--- src/rtl/lagu_pkg.sv ---
package lagu_pkg;
    typedef enum logic [1:0] {
        ST_IDLE = 2'd0,
        ST_RD   = 2'd1,
        ST_WR   = 2'd2,
        ST_FIN  = 2'd3
    } seq_state_e;

    typedef enum logic {
        MODE_RD_ONLY = 1'b0,
        MODE_RD_WR   = 1'b1
    } access_mode_e;
endpackage

--- src/rtl/lagu_addr_stepper.sv ---
module lagu_addr_stepper #(
    parameter int AW = 32,
    parameter int SW = 16
) (
    input  logic          clk,
    input  logic          rst_n,
    input  logic          load,
    input  logic [AW-1:0] base,
    input  logic [SW-1:0] stride,
    input  logic          step,
    output logic [AW-1:0] addr
);
    localparam int XW = AW - SW;

    typedef struct packed {
        logic [AW-1:0] addr;
        logic [AW-1:0] incr;
    } st_t;

    st_t s_d, s_q;

    always_comb begin
        s_d = s_q;
        if (load) begin
            s_d.addr = base;
            s_d.incr = {{XW{stride[SW-1]}}, stride};
        end else if (step) begin
            s_d.addr = s_q.addr + s_q.incr;
        end
    end

    always_ff @(posedge clk) begin
        if (!rst_n) s_q <= '0;
        else        s_q <= s_d;
    end

    assign addr = s_q.addr;
endmodule

--- src/rtl/lagu_iter_counter.sv ---
module lagu_iter_counter #(
    parameter int CW = 16
) (
    input  logic          clk,
    input  logic          rst_n,
    input  logic          load,
    input  logic [CW-1:0] count,
    input  logic          step,
    output logic          last
);
    typedef struct packed {
        logic [CW-1:0] remaining;
    } st_t;

    st_t s_d, s_q;

    always_comb begin
        s_d = s_q;
        if (load)      s_d.remaining = count;
        else if (step) s_d.remaining = s_q.remaining - CW'(1);
    end

    always_ff @(posedge clk) begin
        if (!rst_n) s_q <= '0;
        else        s_q <= s_d;
    end

    assign last = (s_q.remaining == CW'(1));
endmodule

--- src/rtl/lagu_mac.sv ---
module lagu_mac #(
    parameter int DW = 32
) (
    input  logic          clk,
    input  logic          rst_n,
    input  logic          clear,
    input  logic          en,
    input  logic [DW-1:0] elem,
    input  logic [DW-1:0] coef,
    output logic [DW-1:0] prod,
    output logic [DW-1:0] acc
);
    typedef struct packed {
        logic [DW-1:0] acc;
    } st_t;

    st_t s_d, s_q;

    assign prod = elem * coef;

    always_comb begin
        s_d = s_q;
        if (clear)   s_d.acc = '0;
        else if (en) s_d.acc = s_q.acc + prod;
    end

    always_ff @(posedge clk) begin
        if (!rst_n) s_q <= '0;
        else        s_q <= s_d;
    end

    assign acc = s_q.acc;
endmodule

--- src/rtl/loop_agu_top.sv ---
module loop_agu_top
    import lagu_pkg::*;
#(
    parameter int AW = 32,
    parameter int DW = 32,
    parameter int SW = 16,
    parameter int CW = 16
) (
    input  logic          clk,
    input  logic          rst_n,
    input  logic [AW-1:0] cfg_base,
    input  logic [SW-1:0] cfg_stride,
    input  logic [CW-1:0] cfg_count,
    input  logic          cfg_mode,
    input  logic [DW-1:0] cfg_coef,
    input  logic          start,
    output logic          mem_req_valid,
    input  logic          mem_req_ready,
    output logic          mem_req_write,
    output logic [AW-1:0] mem_req_addr,
    output logic [DW-1:0] mem_req_wdata,
    input  logic [DW-1:0] mem_rdata,
    output logic          busy,
    output logic          done,
    output logic [DW-1:0] acc_out
);
    typedef struct packed {
        seq_state_e    state;
        access_mode_e  mode;
        logic [DW-1:0] coef;
        logic [DW-1:0] wdata;
    } ctl_t;

    ctl_t c_d, c_q;

    logic          ld;
    logic          adv;
    logic          mac_en;
    logic          last_it;
    logic [DW-1:0] prod;
    logic          accept;

    assign accept = mem_req_valid && mem_req_ready;

    always_comb begin
        c_d    = c_q;
        ld     = 1'b0;
        adv    = 1'b0;
        mac_en = 1'b0;
        unique case (c_q.state)
            ST_IDLE: begin
                if (start) begin
                    ld        = 1'b1;
                    c_d.mode  = access_mode_e'(cfg_mode);
                    c_d.coef  = cfg_coef;
                    c_d.state = (cfg_count == '0) ? ST_FIN : ST_RD;
                end
            end
            ST_RD: begin
                if (accept) begin
                    mac_en    = 1'b1;
                    c_d.wdata = prod;
                    if (c_q.mode == MODE_RD_WR) begin
                        c_d.state = ST_WR;
                    end else begin
                        adv       = 1'b1;
                        c_d.state = last_it ? ST_FIN : ST_RD;
                    end
                end
            end
            ST_WR: begin
                if (accept) begin
                    adv       = 1'b1;
                    c_d.state = last_it ? ST_FIN : ST_RD;
                end
            end
            ST_FIN: begin
                c_d.state = ST_IDLE;
            end
            default: c_d.state = ST_IDLE;
        endcase
    end

    always_ff @(posedge clk) begin
        if (!rst_n) c_q <= '{state: ST_IDLE, mode: MODE_RD_ONLY, coef: '0, wdata: '0};
        else        c_q <= c_d;
    end

    lagu_addr_stepper #(.AW(AW), .SW(SW)) u_addr (
        .clk   (clk),
        .rst_n (rst_n),
        .load  (ld),
        .base  (cfg_base),
        .stride(cfg_stride),
        .step  (adv),
        .addr  (mem_req_addr)
    );

    lagu_iter_counter #(.CW(CW)) u_cnt (
        .clk   (clk),
        .rst_n (rst_n),
        .load  (ld),
        .count (cfg_count),
        .step  (adv),
        .last  (last_it)
    );

    lagu_mac #(.DW(DW)) u_mac (
        .clk   (clk),
        .rst_n (rst_n),
        .clear (ld),
        .en    (mac_en),
        .elem  (mem_rdata),
        .coef  (c_q.coef),
        .prod  (prod),
        .acc   (acc_out)
    );

    assign mem_req_valid = (c_q.state == ST_RD) || (c_q.state == ST_WR);
    assign mem_req_write = (c_q.state == ST_WR);
    assign mem_req_wdata = c_q.wdata;
    assign busy          = mem_req_valid;
    assign done          = (c_q.state == ST_FIN);
endmodule

--- config.mk ---
export PLATFORM = sky130hd
export DESIGN_NAME = loop_agu_top
export DESIGN_NICKNAME = d
export VERILOG_FILES = /design/src/rtl/lagu_pkg.sv /design/src/rtl/lagu_addr_stepper.sv /design/src/rtl/lagu_iter_counter.sv /design/src/rtl/lagu_mac.sv /design/src/rtl/loop_agu_top.sv
export SDC_FILE = /design/constraint.sdc
export NUM_CORES = 2
export LEC_CHECK = 0
export ABC_AREA = 1
export ABC_CLOCK_PERIOD_IN_PS = 13900
export BUFFER_PORTS_ARGS = -buffer_cell sky130_fd_sc_hd__buf_2
export CAP_MARGIN = 10
export CORE_ASPECT_RATIO = 2
export CORE_UTILIZATION = 33
export DETAILED_ROUTE_END_ITERATION = 8
export SYNTH_ARGS = -nofsm -noshare
export SYNTH_HDL_FRONTEND = slang
export SYNTH_HIERARCHICAL = 1
export SYNTH_SLANG_ARGS = --single-unit
--- constraint.sdc ---
create_clock -name clk -period 13.9 [get_ports clk]
set_clock_uncertainty 0.15 [all_clocks]
set_input_delay 2.78 -clock clk [delete_from_list [all_inputs] [get_ports clk]]
set_output_delay 2.78 -clock clk [all_outputs]
set_load 0.02 [all_outputs]
==> run summary <==
Clock Latency Late Sink: 0.49 ns
DIE HEIGHT: 413 microns
Max_cap viols: 0
Dominant synthesized flop cell: dfxtp_1
CTS sink cnt: 163
H-tree depth: 4
Mapped Cells: 4015
YS warnings: 6
Cts bufs inserted: 17
Initial core utilization: 33.3%
Initial antenna violation count: 16
Post-CTS Hold Fix Bufs: 0
Gpl congestion: 1.02
Area leader, netlist: fa_1
Worst Path Arrival: 11.51 ns
WL/cell: 17.9 microns
Post-cts sizing count: 0
Vias in the first global route: 25300
Final TNS setup: 0 ns
HP Class: flop to flop
CTS tree: done
Async SR Flop Fraction: 0%
Min Tclk post-route: 11.27 ns
Synth top area share: 29.4%
Slowest-stage cell, CP: buf_2
Post-Syn Nets: 4751
Synth area leaders: fa_1, nand2_1, inv_1, dfxtp_1, ha_1
Hold Fails Final Rpt: 0
Deepest clock path buffer count: 2
Number of synthesized flops with an enable pin: 0
Worst Path Max Fanout: 32
Hold path startpoint: mem_req_wdata[10]
I/O Pins: 233
Gr ovfl total: 0
Pre-Repair DR Iteration Count: 5
Largest net degree at the start of global routing: 72
Worst-path clk slew: 0.08 ns
Crit path kind: input pin to flop
Outcome: completed
Core ar.: 83700 sq um
Layout net count: 4807
Slew Limit Fails: 0
R2R Setup Slk: 4.61 ns
Critical path required time: 14.14 ns
Hold EP: mem_req_wdata[10]
Worst r2r path cells: 35
Tot GR Track Use: 21.8%
First-pass GRT wire length: 141000 microns
Post-CTS setup repair buffer count: 0
Num rows: 150
Synthesis-stage register bit count: 163
Root Driver: clkbuf_16
Final Setup Violations: 0
Syn-to-layout area delta: 7.52%
CP Capture Type: flop
Unrepaired setup endpoints after global routing: no
Fraction of the cycle the final worst path needs: 81.1%
Post-detail-place hpwl: 77600 microns
Via Count: 24400
Setup crit start kind: input pin
CP max stage delay: 0.71 ns
Vias per cell: 4.74
Netlist cell types: 54
Die Area: 85800 sq um
# DRC: 0
Hold Path Cell Cnt: 2
Rel. slew slack: 21.9%
Number of DRC markers in iteration 0: 1273
Synthesized area: 27900 sq um
RR Startpoint: c_q[42]
Slew @ Worst Pin: 1.17 ns
Syn Area/Cell: 6.95 sq um
IO Port Bufs: 232
Final wirelength: 92000 microns
Fraction of layout cells with a size suffix above 1: 8.40%
Die width: 208 microns
Sequential area share after synthesis: 11.7%
Worst reg2reg endpoint: u_mac/acc[29]
Routed Antenna Nets: 0
Peak Freq: 0.0888 GHz
[through the flow]
| stage | setup WS, ns | area (sq um) | std cells | hold WS [ns] | util, % |
|---|---|---|---|---|---|
| 2_1_floorplan | 3.64 | 27900 | 4015 | 0.299 | - |
| 3_3_place_gp | 2.08 | 29400 | 5116 | 0.312 | 35.1 |
| 3_5_place_dp | 2.14 | 29400 | 5116 | 0.323 | 35.1 |
| 4_1_cts | 2.65 | 30000 | 5148 | 0.339 | 35.8 |
| 5_1_grt | 2.23 | 30000 | 5148 | 0.362 | 35.8 |
| 6_report | 2.63 | 30000 | 5151 | 0.334 | 35.8 |
[worst max-delay path: cells and delay by family]
kind / cells / cell delay [ns]
simple gates: 10 / 1.23
xor+xnor: 1 / 0.55
buf+inv: 6 / 0.98
fa+ha+maj: 10 / 4.18
compound gates: 9 / 1.77
[worst max-delay path by stage]
stage               slack (ns)  cells past startpoint            end          start
floorplan                 3.64                     36  u_mac/acc[31]  mem_rdata[12]
global placement          2.08                     37  u_mac/acc[31]   mem_rdata[0]
detailed placement        2.14                     33  u_mac/acc[26]   mem_rdata[0]
finish                    2.63                     36  u_mac/acc[29]   mem_rdata[0]
global route              2.23                     37  u_mac/acc[31]   mem_rdata[0]
CTS                       2.65                     33  u_mac/acc[26]   mem_rdata[0]
[cells in the final DEF (no fill, tap or decap), types with 9 or more instances in the layout]
cell,netlist,routed
a22oi_1,32,32
nand2_1,1062,1062
inv_1,1003,1003
nor2_1,317,316
buf_4,76,21
nand2_2,14,14
a31oi_1,12,12
buf_2,28,232
nand4_1,9,9
fa_1,410,410
nand3b_1,13,13
clkbuf_16,0,17
ha_1,193,193
dfxtp_1,163,163
nand3_1,116,116
o21ai_1,23,23
o21ai_0,131,131
nor2_2,10,11
a21oi_1,123,123
xnor2_1,26,26
xor2_1,45,45
inv_2,11,10
[registers in the layout, summed over array words and instances, names as in the netlist]
name	count
c_q	35
mem_req_wdata	32
u_addr/addr	32
u_addr/s_q	16
u_cnt/s_q	16
u_mac/acc	32
[area by class of cell]
type | instances | area (sq um)
fillers | 9058 | 53700
multi-input cells | 2618 | 19700
inverters | 1018 | 3820
flip-flops and latches | 163 | 3260
well taps | 1064 | 1330
repair buffers | 253 | 1320
clock buffers | 17 | 425
clock inverters | 15 | 168
diodes | 3 | 7.51
[synthesized netlist by cell type, types with 3 or more instances]
cell,n
nor3_1,8
o211ai_1,6
clkinv_1,3
a21boi_1,4
o21a_1,3
o21ai_0,131
nand3b_1,13
o21ai_1,23
nand4_1,9
ha_1,193
clkbuf_1,88
a21o_1,7
nand2_2,14
nor4_1,7
a22oi_1,32
inv_2,11
a21oi_1,123
a31oi_1,12
dfxtp_1,163
o221ai_1,3
buf_2,28
nor2_1,317
buf_1,19
buf_4,76
nor2_2,10
xnor2_1,26
xor2_1,45
nand2_1,1062
nand3_2,5
a21oi_2,4
nand3_1,116
inv_1,1003
fa_1,410
o21bai_1,8
buf_6,3
a221oi_1,3
nor2_4,4
[routing by layer]
layer | vias up | track usage, % | routed length, microns
met5 | - | 0 | 116
met4 | 20 | 14.0 | 6160
met3 | 234 | 3.08 | 4240
met2 | 681 | 42.2 | 49700
met1 | 11700 | 21.4 | 31700
li1 | 11800 | - | -
[logic make-up after synthesis]
| group | count (synthesis) | share of synthesized area, % |
|---|---|---|
| compound gates | 368 | 7.47 |
| simple gates | 1576 | 22.7 |
| fa+ha+maj | 603 | 38.1 |
| buf+inv | 1234 | 17.8 |
| xor+xnor | 71 | 2.23 |
| flops | 163 | 11.7 |
Power is left out: the tool's default activity adds up to more than one toggle a clock period on the data nets, which glitch-free logic cannot reach.
